[src/rtl/smbus_seq_pkg.sv]
`timescale 1ns/1ps
package smbus_seq_pkg;

    typedef enum logic [2:0] {
        K_QUICK = 3'd0,
        K_BYTE  = 3'd1,
        K_BDATA = 3'd2,
        K_WORD  = 3'd3,
        K_BLOCK = 3'd4
    } xfer_kind_e;

    typedef enum logic [1:0] {
        RES_OK    = 2'd0,
        RES_NODEV = 2'd1,
        RES_IOERR = 2'd2,
        RES_INVAL = 2'd3
    } result_e;

    typedef enum logic [2:0] {
        S_IDLE,
        S_QUICK,
        S_ADDR,
        S_CMD,
        S_RSTART,
        S_READ,
        S_WRITE
    } seq_state_e;

endpackage

[src/rtl/smbus_seq_plan.sv]
`timescale 1ns/1ps
module smbus_seq_plan
    import smbus_seq_pkg::*;
#(
    parameter int unsigned LEN_W = 8,
    parameter int unsigned IDX_W = LEN_W + 1
) (
    input  logic [2:0]       kind,
    input  logic             rd,
    input  logic [7:0]       first_elem,
    output logic [LEN_W-1:0] len,
    output logic [IDX_W-1:0] idx0,
    output logic             direct_addr,
    output logic             reject
);
    logic bad_kind;

    always_comb begin
        len         = '0;
        idx0        = '0;
        direct_addr = 1'b0;
        bad_kind    = 1'b0;
        if (kind == K_QUICK) begin
            direct_addr = 1'b1;
        end else if (kind == K_BYTE) begin
            direct_addr = 1'b1;
            len         = LEN_W'(1);
        end else if (kind == K_BDATA) begin
            len = LEN_W'(1);
        end else if (kind == K_WORD) begin
            len = LEN_W'(2);
        end else if (kind == K_BLOCK) begin
            len  = LEN_W'(first_elem);
            idx0 = IDX_W'(1);
        end else begin
            bad_kind = 1'b1;
        end
        reject = bad_kind || (rd && (len == '0));
    end
endmodule

[src/rtl/smbus_seq_timer.sv]
`timescale 1ns/1ps
module smbus_seq_timer #(
    parameter int unsigned LIMIT = 40_000_000
) (
    input  logic clk,
    input  logic rst_n,
    input  logic clr,
    input  logic run,
    output logic expired
);
    localparam int unsigned CW = $clog2(LIMIT + 1);

    logic [CW-1:0] cnt_d, cnt_q;

    assign expired = run && !clr && (cnt_q == CW'(LIMIT - 1));

    always_comb begin
        cnt_d = cnt_q;
        if (clr)
            cnt_d = '0;
        else if (run && !expired)
            cnt_d = cnt_q + CW'(1);
    end

    always_ff @(posedge clk or negedge rst_n) begin
        if (!rst_n) cnt_q <= '0;
        else        cnt_q <= cnt_d;
    end
endmodule

[src/rtl/smbus_txn_seq.sv]
`timescale 1ns/1ps
module smbus_txn_seq
    import smbus_seq_pkg::*;
#(
    parameter int unsigned LEN_W       = 8,
    parameter int unsigned TIMEOUT_CYC = 40_000_000
) (
    input  logic             clk,
    input  logic             rst_n,
    input  logic             req_valid,
    output logic             req_ready,
    input  logic [6:0]       req_addr,
    input  logic             req_rd,
    input  logic [7:0]       req_cmd,
    input  logic [2:0]       req_kind,
    output logic [LEN_W:0]   buf_ridx,
    input  logic [7:0]       buf_rdata,
    output logic             buf_we,
    output logic [LEN_W:0]   buf_widx,
    output logic [7:0]       buf_wdata,
    output logic             eng_start,
    output logic             eng_stop,
    output logic             eng_clr_flags,
    output logic             eng_tx_valid,
    output logic [7:0]       eng_tx_byte,
    output logic             eng_nack_ctl,
    input  logic             eng_data_ready,
    input  logic             eng_bus_err,
    input  logic             eng_nack,
    input  logic             eng_master,
    input  logic [7:0]       eng_rx_byte,
    output logic             done,
    output logic [1:0]       result,
    output logic             reset_needed,
    output logic             spurious
);
    localparam int unsigned IDX_W = LEN_W + 1;

    typedef struct packed {
        seq_state_e       st;
        logic [7:0]       abyte;
        logic [7:0]       cmd;
        logic [2:0]       kind;
        logic [LEN_W-1:0] len;
        logic [IDX_W-1:0] idx;
        logic             start;
        logic             stop;
        logic             clr;
        logic             txv;
        logic [7:0]       txb;
        logic             ackc;
        logic             we;
        logic [IDX_W-1:0] widx;
        logic [7:0]       wdata;
        logic             done;
        logic [1:0]       res;
        logic             rstn;
        logic             spur;
    } seq_regs_t;

    seq_regs_t n, q;

    logic             evt, busy, tmo_hit;
    logic [LEN_W-1:0] plan_len;
    logic [IDX_W-1:0] plan_idx0;
    logic             plan_direct, plan_reject;

    assign evt  = eng_data_ready || eng_bus_err || eng_nack;
    assign busy = (q.st != S_IDLE);

    smbus_seq_plan #(.LEN_W(LEN_W), .IDX_W(IDX_W)) u_plan (
        .kind        (req_kind),
        .rd          (req_rd),
        .first_elem  (buf_rdata),
        .len         (plan_len),
        .idx0        (plan_idx0),
        .direct_addr (plan_direct),
        .reject      (plan_reject)
    );

    smbus_seq_timer #(.LIMIT(TIMEOUT_CYC)) u_timer (
        .clk     (clk),
        .rst_n   (rst_n),
        .clr     (!busy || evt),
        .run     (busy),
        .expired (tmo_hit)
    );

    function automatic seq_regs_t close_txn(seq_regs_t s, logic [1:0] code, logic rn);
        seq_regs_t r;
        r      = s;
        r.st   = S_IDLE;
        r.idx  = '0;
        r.done = 1'b1;
        r.res  = code;
        r.rstn = rn;
        return r;
    endfunction

    always_comb begin
        n       = q;
        n.start = 1'b0;
        n.stop  = 1'b0;
        n.clr   = 1'b0;
        n.txv   = 1'b0;
        n.we    = 1'b0;
        n.done  = 1'b0;
        if (!busy) begin
            if (evt) n.spur = 1'b1;
            if (req_valid) begin
                n.abyte = {req_addr, req_rd};
                n.cmd   = req_cmd;
                n.kind  = req_kind;
                if (plan_reject) begin
                    n = close_txn(n, RES_INVAL, 1'b0);
                end else begin
                    n.start = 1'b1;
                    n.len   = plan_len;
                    n.idx   = plan_idx0;
                    n.st    = plan_direct ? S_QUICK : S_ADDR;
                end
            end
        end else if (evt) begin
            if (eng_bus_err || !eng_master) begin
                n = close_txn(n, RES_IOERR, 1'b1);
            end else if (eng_nack) begin
                n.stop = 1'b1;
                n.clr  = 1'b1;
                n      = close_txn(n, RES_NODEV, 1'b0);
            end else begin
                unique case (q.st)
                    S_QUICK, S_RSTART: begin
                        n.start = (q.st == S_RSTART);
                        n.txv   = 1'b1;
                        n.txb   = q.abyte;
                        if (q.abyte[0]) begin
                            n.ackc = (q.len == LEN_W'(1));
                            n.st   = S_READ;
                        end else begin
                            n.st = S_WRITE;
                        end
                    end
                    S_ADDR: begin
                        n.txv = 1'b1;
                        n.txb = {q.abyte[7:1], 1'b0};
                        n.st  = S_CMD;
                    end
                    S_CMD: begin
                        n.txv = 1'b1;
                        n.txb = q.cmd;
                        n.st  = q.abyte[0] ? S_RSTART : S_WRITE;
                    end
                    S_READ: begin
                        n.ackc  = (q.len == LEN_W'(2));
                        n.we    = 1'b1;
                        n.widx  = q.idx;
                        n.wdata = eng_rx_byte;
                        n.idx   = q.idx + IDX_W'(1);
                        n.len   = q.len - LEN_W'(1);
                        if (q.len == LEN_W'(1)) begin
                            n.stop = 1'b1;
                            n      = close_txn(n, RES_OK, 1'b0);
                        end
                    end
                    S_WRITE: begin
                        if (q.len == '0) begin
                            n.stop = 1'b1;
                            n      = close_txn(n, RES_OK, 1'b0);
                        end else begin
                            n.txv = 1'b1;
                            n.txb = (q.kind == K_BYTE) ? q.cmd : buf_rdata;
                            n.idx = q.idx + IDX_W'(1);
                            n.len = q.len - LEN_W'(1);
                        end
                    end
                    default: n = close_txn(n, RES_IOERR, 1'b1);
                endcase
            end
        end else if (tmo_hit) begin
            n = close_txn(n, RES_IOERR, 1'b1);
        end
    end

    always_ff @(posedge clk or negedge rst_n) begin
        if (!rst_n) q <= '0;
        else        q <= n;
    end

    assign req_ready     = !busy;
    assign buf_ridx      = q.idx;
    assign buf_we        = q.we;
    assign buf_widx      = q.widx;
    assign buf_wdata     = q.wdata;
    assign eng_start     = q.start;
    assign eng_stop      = q.stop;
    assign eng_clr_flags = q.clr;
    assign eng_tx_valid  = q.txv;
    assign eng_tx_byte   = q.txb;
    assign eng_nack_ctl  = q.ackc;
    assign done          = q.done;
    assign result        = q.res;
    assign reset_needed  = q.rstn;
    assign spurious      = q.spur;


    accept_start_chk: assert property (@(posedge clk) disable iff (!rst_n)
        (req_valid && req_ready && !plan_reject) |=> (eng_start && !req_ready));


    stop_tx_excl_chk: assert property (@(posedge clk) disable iff (!rst_n)
        !(eng_stop && eng_tx_valid));


    nack_close_chk: assert property (@(posedge clk) disable iff (!rst_n)
        (busy && eng_nack && !eng_bus_err && eng_master)
        |=> (eng_stop && eng_clr_flags && done && result == RES_NODEV && !reset_needed));


    fault_close_chk: assert property (@(posedge clk) disable iff (!rst_n)
        (busy && (eng_bus_err || (evt && !eng_master)))
        |=> (done && result == RES_IOERR && reset_needed && !eng_stop));


    reject_chk: assert property (@(posedge clk) disable iff (!rst_n)
        (!busy && req_valid && plan_reject)
        |=> (done && result == RES_INVAL && !eng_start && !reset_needed));


    spurious_set_chk: assert property (@(posedge clk) disable iff (!rst_n)
        (!busy && evt) |=> spurious);
endmodule

[config.mk]
export PLATFORM = sky130hd
export DESIGN_NAME = smbus_txn_seq
export DESIGN_NICKNAME = d
export VERILOG_FILES = /design/src/rtl/smbus_seq_pkg.sv /design/src/rtl/smbus_seq_plan.sv /design/src/rtl/smbus_seq_timer.sv /design/src/rtl/smbus_txn_seq.sv
export SDC_FILE = /design/constraint.sdc
export NUM_CORES = 1
export LEC_CHECK = 0
export BUFFER_PORTS_ARGS = -buffer_cell sky130_fd_sc_hd__buf_2
export CAP_MARGIN = 20
export CORE_MARGIN = 2
export CORE_UTILIZATION = 53
export CTS_CLUSTER_DIAMETER = 120
export DETAILED_ROUTE_END_ITERATION = 16
export PLACE_DENSITY = 0.78
export SETUP_SLACK_MARGIN = 0.1
export SYNTH_ARGS = -nofsm -noshare
export SYNTH_HDL_FRONTEND = slang
export SYNTH_SLANG_ARGS = --single-unit
[constraint.sdc]
create_clock -name clk -period 4.6 [get_ports clk]
set_input_delay 0.69 -clock clk [delete_from_list [all_inputs] [get_ports clk]]
set_output_delay 0.69 -clock clk [all_outputs]
set_load 0.01 [all_outputs]
### Word level (Yosys, flattened, before mapping)

Cells that the tools add are included.

| operators by class | value |
|---|---|
| equal/unequal tests | 27 |
| bitwise logic cells | 6 |
| multiplexer cells | 47 |
| add/subtract/negate cells | 3 |
| reduce and logical (&&, ||, !) cells | 32 |

Operators by type and width:

| kind | number |
|---|---|
| 2-to-1 mux 75 bit | 7 |
| one-hot mux 36 bit (3 select lines) | 1 |
| one-hot mux 23 bit (3 select lines) | 1 |
| 2-to-1 mux 26 bit | 2 |
| 2-to-1 mux 8 bit | 6 |
| 2-to-1 mux 9 bit | 5 |
| one-hot mux 9 bit (5 select lines) | 1 |
| adder 26 x 1 -> 26 bit, second input constant | 1 |
| == test 26 bit, second input constant | 1 |
| 2-to-1 mux 22 bit | 1 |
| AND reduction 7 bit | 3 |
| 2-to-1 mux 18 bit | 1 |
| 2-to-1 mux 17 bit | 1 |
| logical NOT 8 bit | 2 |
| one-hot mux 3 bit (5 select lines) | 1 |
| inequality test 2 bit, second input constant | 7 |
| == test 3 x 2 -> 1 bit, second input constant | 4 |
| == test 3 bit, second input constant | 4 |
| inequality test 6 bit, second input constant | 2 |
| 2-to-1 mux 1 bit | 10 |
| 2-to-1 mux 2 bit | 5 |
| 2-to-1 mux 5 bit | 2 |
| adder 9 x 1 -> 9 bit, second input constant | 1 |
| == test 3 x 1 -> 1 bit, second input constant | 3 |
| 24 further kinds | 43 |

| word-level totals | value |
|---|---|
| output and inout port bits | 46 |
| bits in registers | 101 |
| word-level logic and storage cells | 135 |
| bits of input ports | 42 |

### Depth between registers and ports, before layout

Gate-level depths: netlist of the first run.

| logic depth | value |
|---|---|
| depth in word-level cells | 12 |
| gate-level depth with buffers | 9 |

### Hierarchy

From an unflattened synthesis of the first run, not the netlist that was laid out.

| second synthesis, totals | value |
|---|---|
| cells, all modules | 594 |
| area, all modules | 5830.6 um2 |

Modules (own cells, without submodules):

| module | area each (um2) | times used | cells an instance |
|---|---|---|---|
| smbus_txn_seq | 4011.3 | 1 | 389 |
| smbus_seq_timer | 1630.3 | 1 | 176 |
| smbus_seq_plan | 188.9 | 1 | 29 |

### Least setup slack after synthesis of the first run

Ideal clock, no wire load.

| timing path | value |
|---|---|
| path type | input port to flip-flop |
| from | input eng_bus_err |
| to | register q (netlist bit buf_wdata[6]) |
| library setup time | 125 ps |
| data required time | 4475 ps |
| path slack | 2603 ps |
| stages | 5 |
| arrival time | 1872 ps |
| cells stage by stage | nand4bb_1 -> nor2_1 -> buf_2 -> buf_2 -> mux2_2 |

| between the ends | value |
|---|---|
| cells in the longest elaborated chain, start to end | 4 |
| elaborated cells between the ends (all ways) | 7 |
| those cells by class | mux (2); bitwise (1); reduce/logical (4) |

Ends and longest elaborated chain:

| item | line | source |
|---|---|---|
| start, declared | smbus_txn_seq.sv:28 | `input logic eng_bus_err,` |
| logical OR 1 bit (2 in series) | smbus_txn_seq.sv:68 | `assign evt = eng_data_ready \|\| eng_bus_err \|\| eng_nack;` |
| 2-to-1 mux 75 bit | smbus_txn_seq.sv:123 | `end else if (evt) begin` |
| 2-to-1 mux 75 bit | smbus_txn_seq.sv:108 | `if (!busy) begin` |
| end signal, assigned | smbus_txn_seq.sv:186 | `else q <= n;` |
| end, declared | smbus_txn_seq.sv:61 | `seq_regs_t n, q;` |

Several ways; a longest one is shown, not always the timed one.
A chain may end at the register's enable or synchronous reset.

### Worst setup path in the final report of the first run

| timing path | value |
|---|---|
| from | register q[73] (netlist name) |
| to | register q[49] (netlist name) |

| between the ends | value |
|---|---|
| cells in the longest elaborated chain, start to end | 7 |
| elaborated cells between the ends (all ways) | 22 |
| those cells by class | eq/ne (13); mux (5); reduce/logical (4) |

Ends and longest elaborated chain:

| item | line | source |
|---|---|---|
| == test 3 bit, or another cell as far along | smbus_txn_seq.sv:131 | `unique case (q.st)` |
| OR reduction 4 bit (no line) | - |  |
| one-hot mux 36 bit (3 select lines) | smbus_txn_seq.sv:131 |  |
| 2-to-1 mux 75 bit | smbus_txn_seq.sv:126 | `end else if (eng_nack) begin` |
| 2-to-1 mux 75 bit | smbus_txn_seq.sv:124 | `if (eng_bus_err \|\| !eng_master) begin` |
| 2-to-1 mux 75 bit | smbus_txn_seq.sv:123 |  |
| 2-to-1 mux 75 bit | smbus_txn_seq.sv:108 |  |

Several ways; a longest one is shown, not always the timed one. The select of a mux whose other input is x is not followed.

==> results of run 1 <==
[worst register-to-register path: cells and delay by family, from the launching register on]
kind                   cells  cell delay [ps]
AOI/OAI and AO/OA          3              900
buffers and inverters      2              380
DFF                        1              630
and+or+nand+nor            3              580
[metal layers]
metal / global-route usage / up-vias / part of all wire
li1: - / 2044 / -
met1: 0.298 / 2100 / 0.44
met2: 0.373 / 140 / 0.49
met3: 0.0390 / 19 / 0.064
met4: 0.0639 / 0 / 0.013
met5: 0 / - / 0
[power groups by stage]
stage / Combinational [mW] / Sequential (mW) / Clock [mW]
6_report: 0.453 / 1.07 / 0.569
5_1_grt: 0.506 / 1.09 / 0.620
4_1_cts: 0.455 / 1.08 / 0.587
3_5_place_dp: 0.454 / 1.09 / 0
3_3_place_gp: 0.441 / 1.09 / 0
2_1_floorplan: 0.358 / 1.06 / 0
[sequential cells by signal, summed over array words and instances (netlist names)]
signal         cells
eng_start          1
buf_wdata          8
eng_tx_valid       1
q                 30
eng_tx_byte        8
spurious           1
done               1
buf_widx           9
buf_we             1
reset_needed       1
eng_nack_ctl       1
buf_ridx           9
eng_stop           1
eng_clr_flags      1
u_timer.cnt_q     26
result             2
[cell usage after synthesis (9+ instances only)]
library cell,count
buf_4,36
xnor2_1,16
nand3_1,9
buf_2,14
xor2_1,12
nor3_1,10
nand2_1,80
a21oi_1,18
and3_1,18
dfrtp_1,101
clkbuf_1,11
nor2_1,48
mux2_2,19
o21ai_0,23
nor4_1,13
inv_1,10
[cell type report]
cell class | instances | area share
clock buffers | 10 | 0.0233
flip-flops and latches | 101 | 0.428
inverters | 12 | 0.00763
multi-input cells | 392 | 0.424
well taps | 136 | 0.0288
clock inverters | 5 | 0.0102
repair buffers | 90 | 0.0779
[through the flow]
stage	area (um^2)	std cells	setup slack [ps]	utilization
after global routing	5910	746	1760	0.580
after floorplan	5460	566	2600	-
after CTS	5910	746	1990	0.580
final	5910	746	1930	0.580
after detailed placement	5710	731	1860	0.561
after global placement	5710	731	2010	0.561
[worst max path at each step]
stage	startpoint	endpoint	slack, ps	depth (start not counted)
CTS	q[73]$_DFFE_PN0P_	q[49]$_DFFE_PN0P_	1990	8
global route	q[73]$_DFFE_PN0P_	q[51]$_DFFE_PN0P_	1760	8
finish	q[73]$_DFFE_PN0P_	q[49]$_DFFE_PN0P_	1930	8
global placement	eng_nack	result[0]$_DFFE_PN0P_	2010	5
floorplan	eng_bus_err	buf_wdata[6]$_DFFE_PN0P_	2600	5
detailed placement	eng_nack	result[0]$_DFFE_PN0P_	1860	5
[kinds of logic (layout without fill, tap and decap cells)]
family,count (synthesis),after routing,share of synthesized area
simple gates,228,228,0.216
compound gates,110,110,0.144
flops,101,101,0.463
buf+inv,73,117,0.0781
xor+xnor,28,28,0.0449
mux,20,20,0.0410
fa+ha+maj,6,6,0.0137
==> flow_metrics.env, run 1 <==
export IMPL_status="complete, no violations"
export IMPL_multi_input_area_mm2=0.00251
export IMPL_synthArstFlopShare=1.00
export IMPL_clock_skew_ps=15.1
export IMPL_min_period_ps=2670
export IMPL_grt_ovfl_total=0
export IMPL_endpoint_kind="flop"
export IMPL_final_common_cell="dfrtp_1"
export IMPL_tns_ps=0
export IMPL_yosysTopAreaCell="dfrtp_1"
export IMPL_hold_path_class="in2async"
export IMPL_regArea_mm2=0.00253
export IMPL_synth_warning_count=0
export IMPL_fmax_mhz=375
export IMPL_syn2layout_area_growth_pct=8.18
export IMPL_cts_sinks=101
export IMPL_final_hold_viol_count=0
export IMPL_p_leak_nw=2.85
export IMPL_fin_crit_sh=0.580
export IMPL_yosys_register_bits=101
export IMPL_synthCells=566
export IMPL_synth_edff_count=0
export IMPL_vias=4303
export IMPL_syn_mean_instance_area_um2=9.65
export IMPL_place_gp_congestion=0.873
export IMPL_die_h_um=106
export IMPL_cts_resized=0
export IMPL_antenna_found_initial=0
export IMPL_worstPathCellList="nor2_2, nand2_2, inv_2, and2_1, buf_4, o211ai_1, a32oi_1, o21ai_0"
export IMPL_final_layout_size_suffix_gt1_frac=0.241
export IMPL_routed_wl_um=11900
export IMPL_critPathTopFamily="compound AO/OA/AOI/OAI gates"
export IMPL_r2r_start="q[73]$_DFFE_PN0P_"
export IMPL_core_area_mm2=0.0102
export IMPL_start_kind="flop"
export IMPL_die_area_mm2=0.0111
export IMPL_tightest_slew_ps=1010
export IMPL_synth_area_top_cells="dfrtp_1 46%, nand2_1 5.5%, buf_4 4.9%"
export IMPL_p_total_mw=2.10
export IMPL_maxCapViolCount=0
export IMPL_synth_ff_type="dfrtp_1"
export IMPL_worst_path_max_fanout=22
export IMPL_layout_common_cells="101 x dfrtp_1, 86 x buf_2, 80 x nand2_1"
export IMPL_clock_power_share=0.271
export IMPL_grt_pass1_vias=4131
export IMPL_syn_cell_area_mm2=0.00546
export IMPL_reg2regPathDepth=8
export IMPL_critical_path_class="reg2reg"
export IMPL_rsz0062_at_grt="no"
export IMPL_drc=0
export IMPL_drt_initial_drc_count=315
export IMPL_internal_power_mw=1.43
export IMPL_setup_violations=0
export IMPL_io_pins=88
export IMPL_max_stage_delay_ps=630
export IMPL_ctsHoldBuffers=0
export IMPL_first_pass_iters=5
export IMPL_initial_core_util=0.536
export IMPL_clockRootBuffer="clkbuf_8"
export IMPL_grt_pass1_wl_um=19900
export IMPL_slew_headroom=0.328
export IMPL_postCtsSetupRepairBufs=0
export IMPL_avgRoutedWirePerCell_um=16.0
export IMPL_die_x_um=106
export IMPL_grt_max_degree=63
export IMPL_critPathBufInv=2
export IMPL_rows=37
export IMPL_maxSlewViolCount=0
export IMPL_swShare=0.319
export IMPL_worstPathArrival_ps=2880
export IMPL_rrSetupSlack_ps=1930
export IMPL_comb_power_share=0.216
export IMPL_synth_fp_nets=614
export IMPL_clockBufferDepth=2
export IMPL_clk_pin_slew_ps=100
export IMPL_cts_tree="built"
export IMPL_seq_power_share=0.513
export IMPL_r2r_end="q[49]$_DFFE_PN0P_"
export IMPL_cp_required_ps=4820
export IMPL_p_sw_uw=669
export IMPL_diodes=0
export IMPL_dp_hpwl_um=8710
export IMPL_synthDistinctLibCells=68
export IMPL_ir_drop_mv=0.189
export IMPL_holdWs_ps=395
export IMPL_via_per_inst=5.77
export IMPL_insertion_delay_ps=370
export IMPL_seq_area_frac_synth=0.463
export IMPL_cts_buffers_inserted=9
export IMPL_drtAntennaViolNets=0
export IMPL_powerDensity_mw_per_mm2=355
export IMPL_netlist_area_leader_share=0.463
export IMPL_nets=654
export IMPL_port_buffer_count=87
export IMPL_track_usage=0.222
export IMPL_slowest_stage="dfrtp_1"
export IMPL_fill_cells=883
export IMPL_htreeDepth=3
Note: power is estimated with default switching activity, not from simulation.
==> run 2, diff against run 1 <==
CORE_UTILIZATION = 51   (was 53)
clock period = 2.2 ns   (was 4.6 ns; I/O delays follow)
==> run 2 against run 1 <==
Critical path depth decreased by 2; first-iteration DRC count is 15% lower; clock-buffer cell count did not move; largest cell class is now multi-input gates; power increased by 120%; critical endpoint is now done$_DFF_PN0_; largest power group unchanged; sequential share of layout area fell by 1.8 points; via count grew 3.3%; global-route usage rose by 0.26 points.
==> flow_metrics.env, run 2 (synthesized netlist as in run 1, its figures left out) <==
export IMPL_status="complete, no violations"
export IMPL_clock_power_share=0.285
export IMPL_insertion_delay_ps=370
export IMPL_first_pass_iters=4
export IMPL_via_per_inst=5.78
export IMPL_final_util=0.596
export IMPL_holdWs_ps=144
export IMPL_rows=37
export IMPL_nets=676
export IMPL_fmax_mhz=497
export IMPL_dp_hpwl_um=9150
export IMPL_p_leak_nw=2.98
export IMPL_grt_pass1_vias=4321
export IMPL_die_h_um=107
export IMPL_syn2layout_area_growth_pct=13.2
export IMPL_critPathTopFamily="simple AND/OR/NAND/NOR gates"
export IMPL_endpoint_kind="flop"
export IMPL_maxSlewViolCount=0
export IMPL_port_buffer_count=87
export IMPL_min_period_ps=2010
export IMPL_ir_drop_mv=0.438
export IMPL_drt_initial_drc_count=268
export IMPL_largest_registers="q x30, u_timer.cnt_q x26"
export IMPL_slowest_stage="dfrtp_1"
export IMPL_p_sw_mw=1.43
export IMPL_final_hold_viol_count=0
export IMPL_dp_slack_ps=-11.2
export IMPL_clk_pin_slew_ps=100
export IMPL_rrSetupSlack_ps=190
export IMPL_track_usage=0.225
export IMPL_critPathBufInv=1
export IMPL_powerDensity_mw_per_mm2=742
export IMPL_clockBufferDepth=2
export IMPL_initial_core_util=0.527
export IMPL_clockRootBuffer="clkbuf_8"
export IMPL_largest_reg_flops=30
export IMPL_antenna_found_initial=0
export IMPL_io_pins=88
export IMPL_final_layout_size_suffix_gt1_frac=0.280
export IMPL_die_area_mm2=0.0115
export IMPL_seq_power_share=0.486
export IMPL_grt_use_met3=0.0539
export IMPL_critical_path_class="reg2reg"
export IMPL_grt_max_degree=42
export IMPL_final_area_mm2=0.00618
export IMPL_dpl_cell_area_mm2=0.00584
export IMPL_p_total_mw=4.58
export IMPL_hold_path_class="in2reg"
export IMPL_cts_buffers_inserted=9
export IMPL_largest_register="q"
export IMPL_worst_path_max_fanout=13
export IMPL_drc=0
export IMPL_cts_sinks=101
export IMPL_worstPathArrival_ps=2250
export IMPL_worstPathCellList="buf_4, nor2b_1, a22o_1, a311oi_2, nor4_4, or3b_1"
export IMPL_drtAntennaViolNets=0
export IMPL_grt_pass1_wl_um=20600
export IMPL_worst_slack_ps=188
export IMPL_tightest_slew_ps=575
export IMPL_cp_required_ps=2440
export IMPL_max_stage_delay_ps=510
export IMPL_gr_usage_met2=0.374
export IMPL_avgRoutedWirePerCell_um=16.3
export IMPL_start_kind="flop"
export IMPL_swShare=0.312
export IMPL_layout_common_cells="99 x dfrtp_1, 86 x buf_2, 80 x nand2_1"
export IMPL_die_x_um=107
export IMPL_comb_power_share=0.229
export IMPL_final_common_cell="dfrtp_1"
export IMPL_fin_crit_sh=0.915
export IMPL_rsz0062_at_grt="yes"
export IMPL_maxCapViolCount=0
export IMPL_place_gp_congestion=0.891
export IMPL_core_area_mm2=0.0104
export IMPL_use_met1=0.292
export IMPL_htreeDepth=3
export IMPL_vias=4443
export IMPL_grt_busiest_layer="met2"
export IMPL_grt_ovfl_total=0
export IMPL_clock_skew_ps=14.4
export IMPL_internal_power_mw=3.16
export IMPL_setup_violations=0
export IMPL_diodes=0
export IMPL_cts_tree="built"
export IMPL_routed_wl_um=12500
export IMPL_slew_headroom=0.613
==> run 2: area by class of cell <==
type | count | area (um^2)
Clock buffer | 10 | 138
Multi-Input combinational cell | 392 | 2570
Clock inverter | 6 | 86.3
Fill cell | 909 | 4190
Inverter | 12 | 45.0
Sequential cell | 101 | 2530
Timing Repair Buffer | 112 | 641
Tap cell | 136 | 170
==> run 2: power by group through the flow <==
stage | registers, mW | clock network (mW) | logic (mW)
after floorplan | 2.22 | 0 | 0.748
after global placement | 2.25 | 0 | 0.960
after detailed placement | 2.26 | 0 | 0.996
after CTS | 2.23 | 1.33 | 1.02
after global routing | 2.25 | 1.40 | 1.18
final | 2.23 | 1.31 | 1.05
==> run 2: repair_timing <==
item,in CTS,in global routing
hold buffers,1,0
buffers inserted,3,3
setup endpoints to repair,16,29
gates cloned,0,0
endpoints found under the hold margin,35,0
pin swaps,1,1
gates resized for setup,2,10
==> run 2: final timing paths <==
path,startpoint,to,cells after the start
max reg2reg,q[73]$_DFFE_PN0P_,done$_DFF_PN0_,6
min,req_cmd[2],q[58]$_DFFE_PN0P_,3
min in group asynchronous,rst_n,buf_widx[7]$_DFFE_PN0P_,2
max,q[73]$_DFFE_PN0P_,done$_DFF_PN0_,6
max in group asynchronous,rst_n,u_timer.cnt_q[13]$_DFFE_PN0P_,3
min reg2reg,q[68]$_DFFE_PN0P_,q[68]$_DFFE_PN0P_,2
==> run 2: through the flow <==
| stage | std cells | setup TNS (ps) |
|---|---|---|
| global route | 769 | 0 |
| floorplan | 566 | 0 |
| finish | 769 | 0 |
| detailed placement | 746 | -11.2 |
| CTS | 766 | 0 |
| global placement | 746 | 0 |
==> run 2: layer usage <==
layer	share of wire	up-vias
met1	0.42	2200
met2	0.50	133
li1	-	2090
met4	0.015	0
met3	0.058	20
met5	0	-
==> run 2: worst reg2reg max path, stage by stage (launching register included) <==
cell and delay [ps]:
dfrtp_1 510, buf_4 240, nor2b_1 100, a22o_1 220, a311oi_2 330, nor4_4 100
or3b_1 390
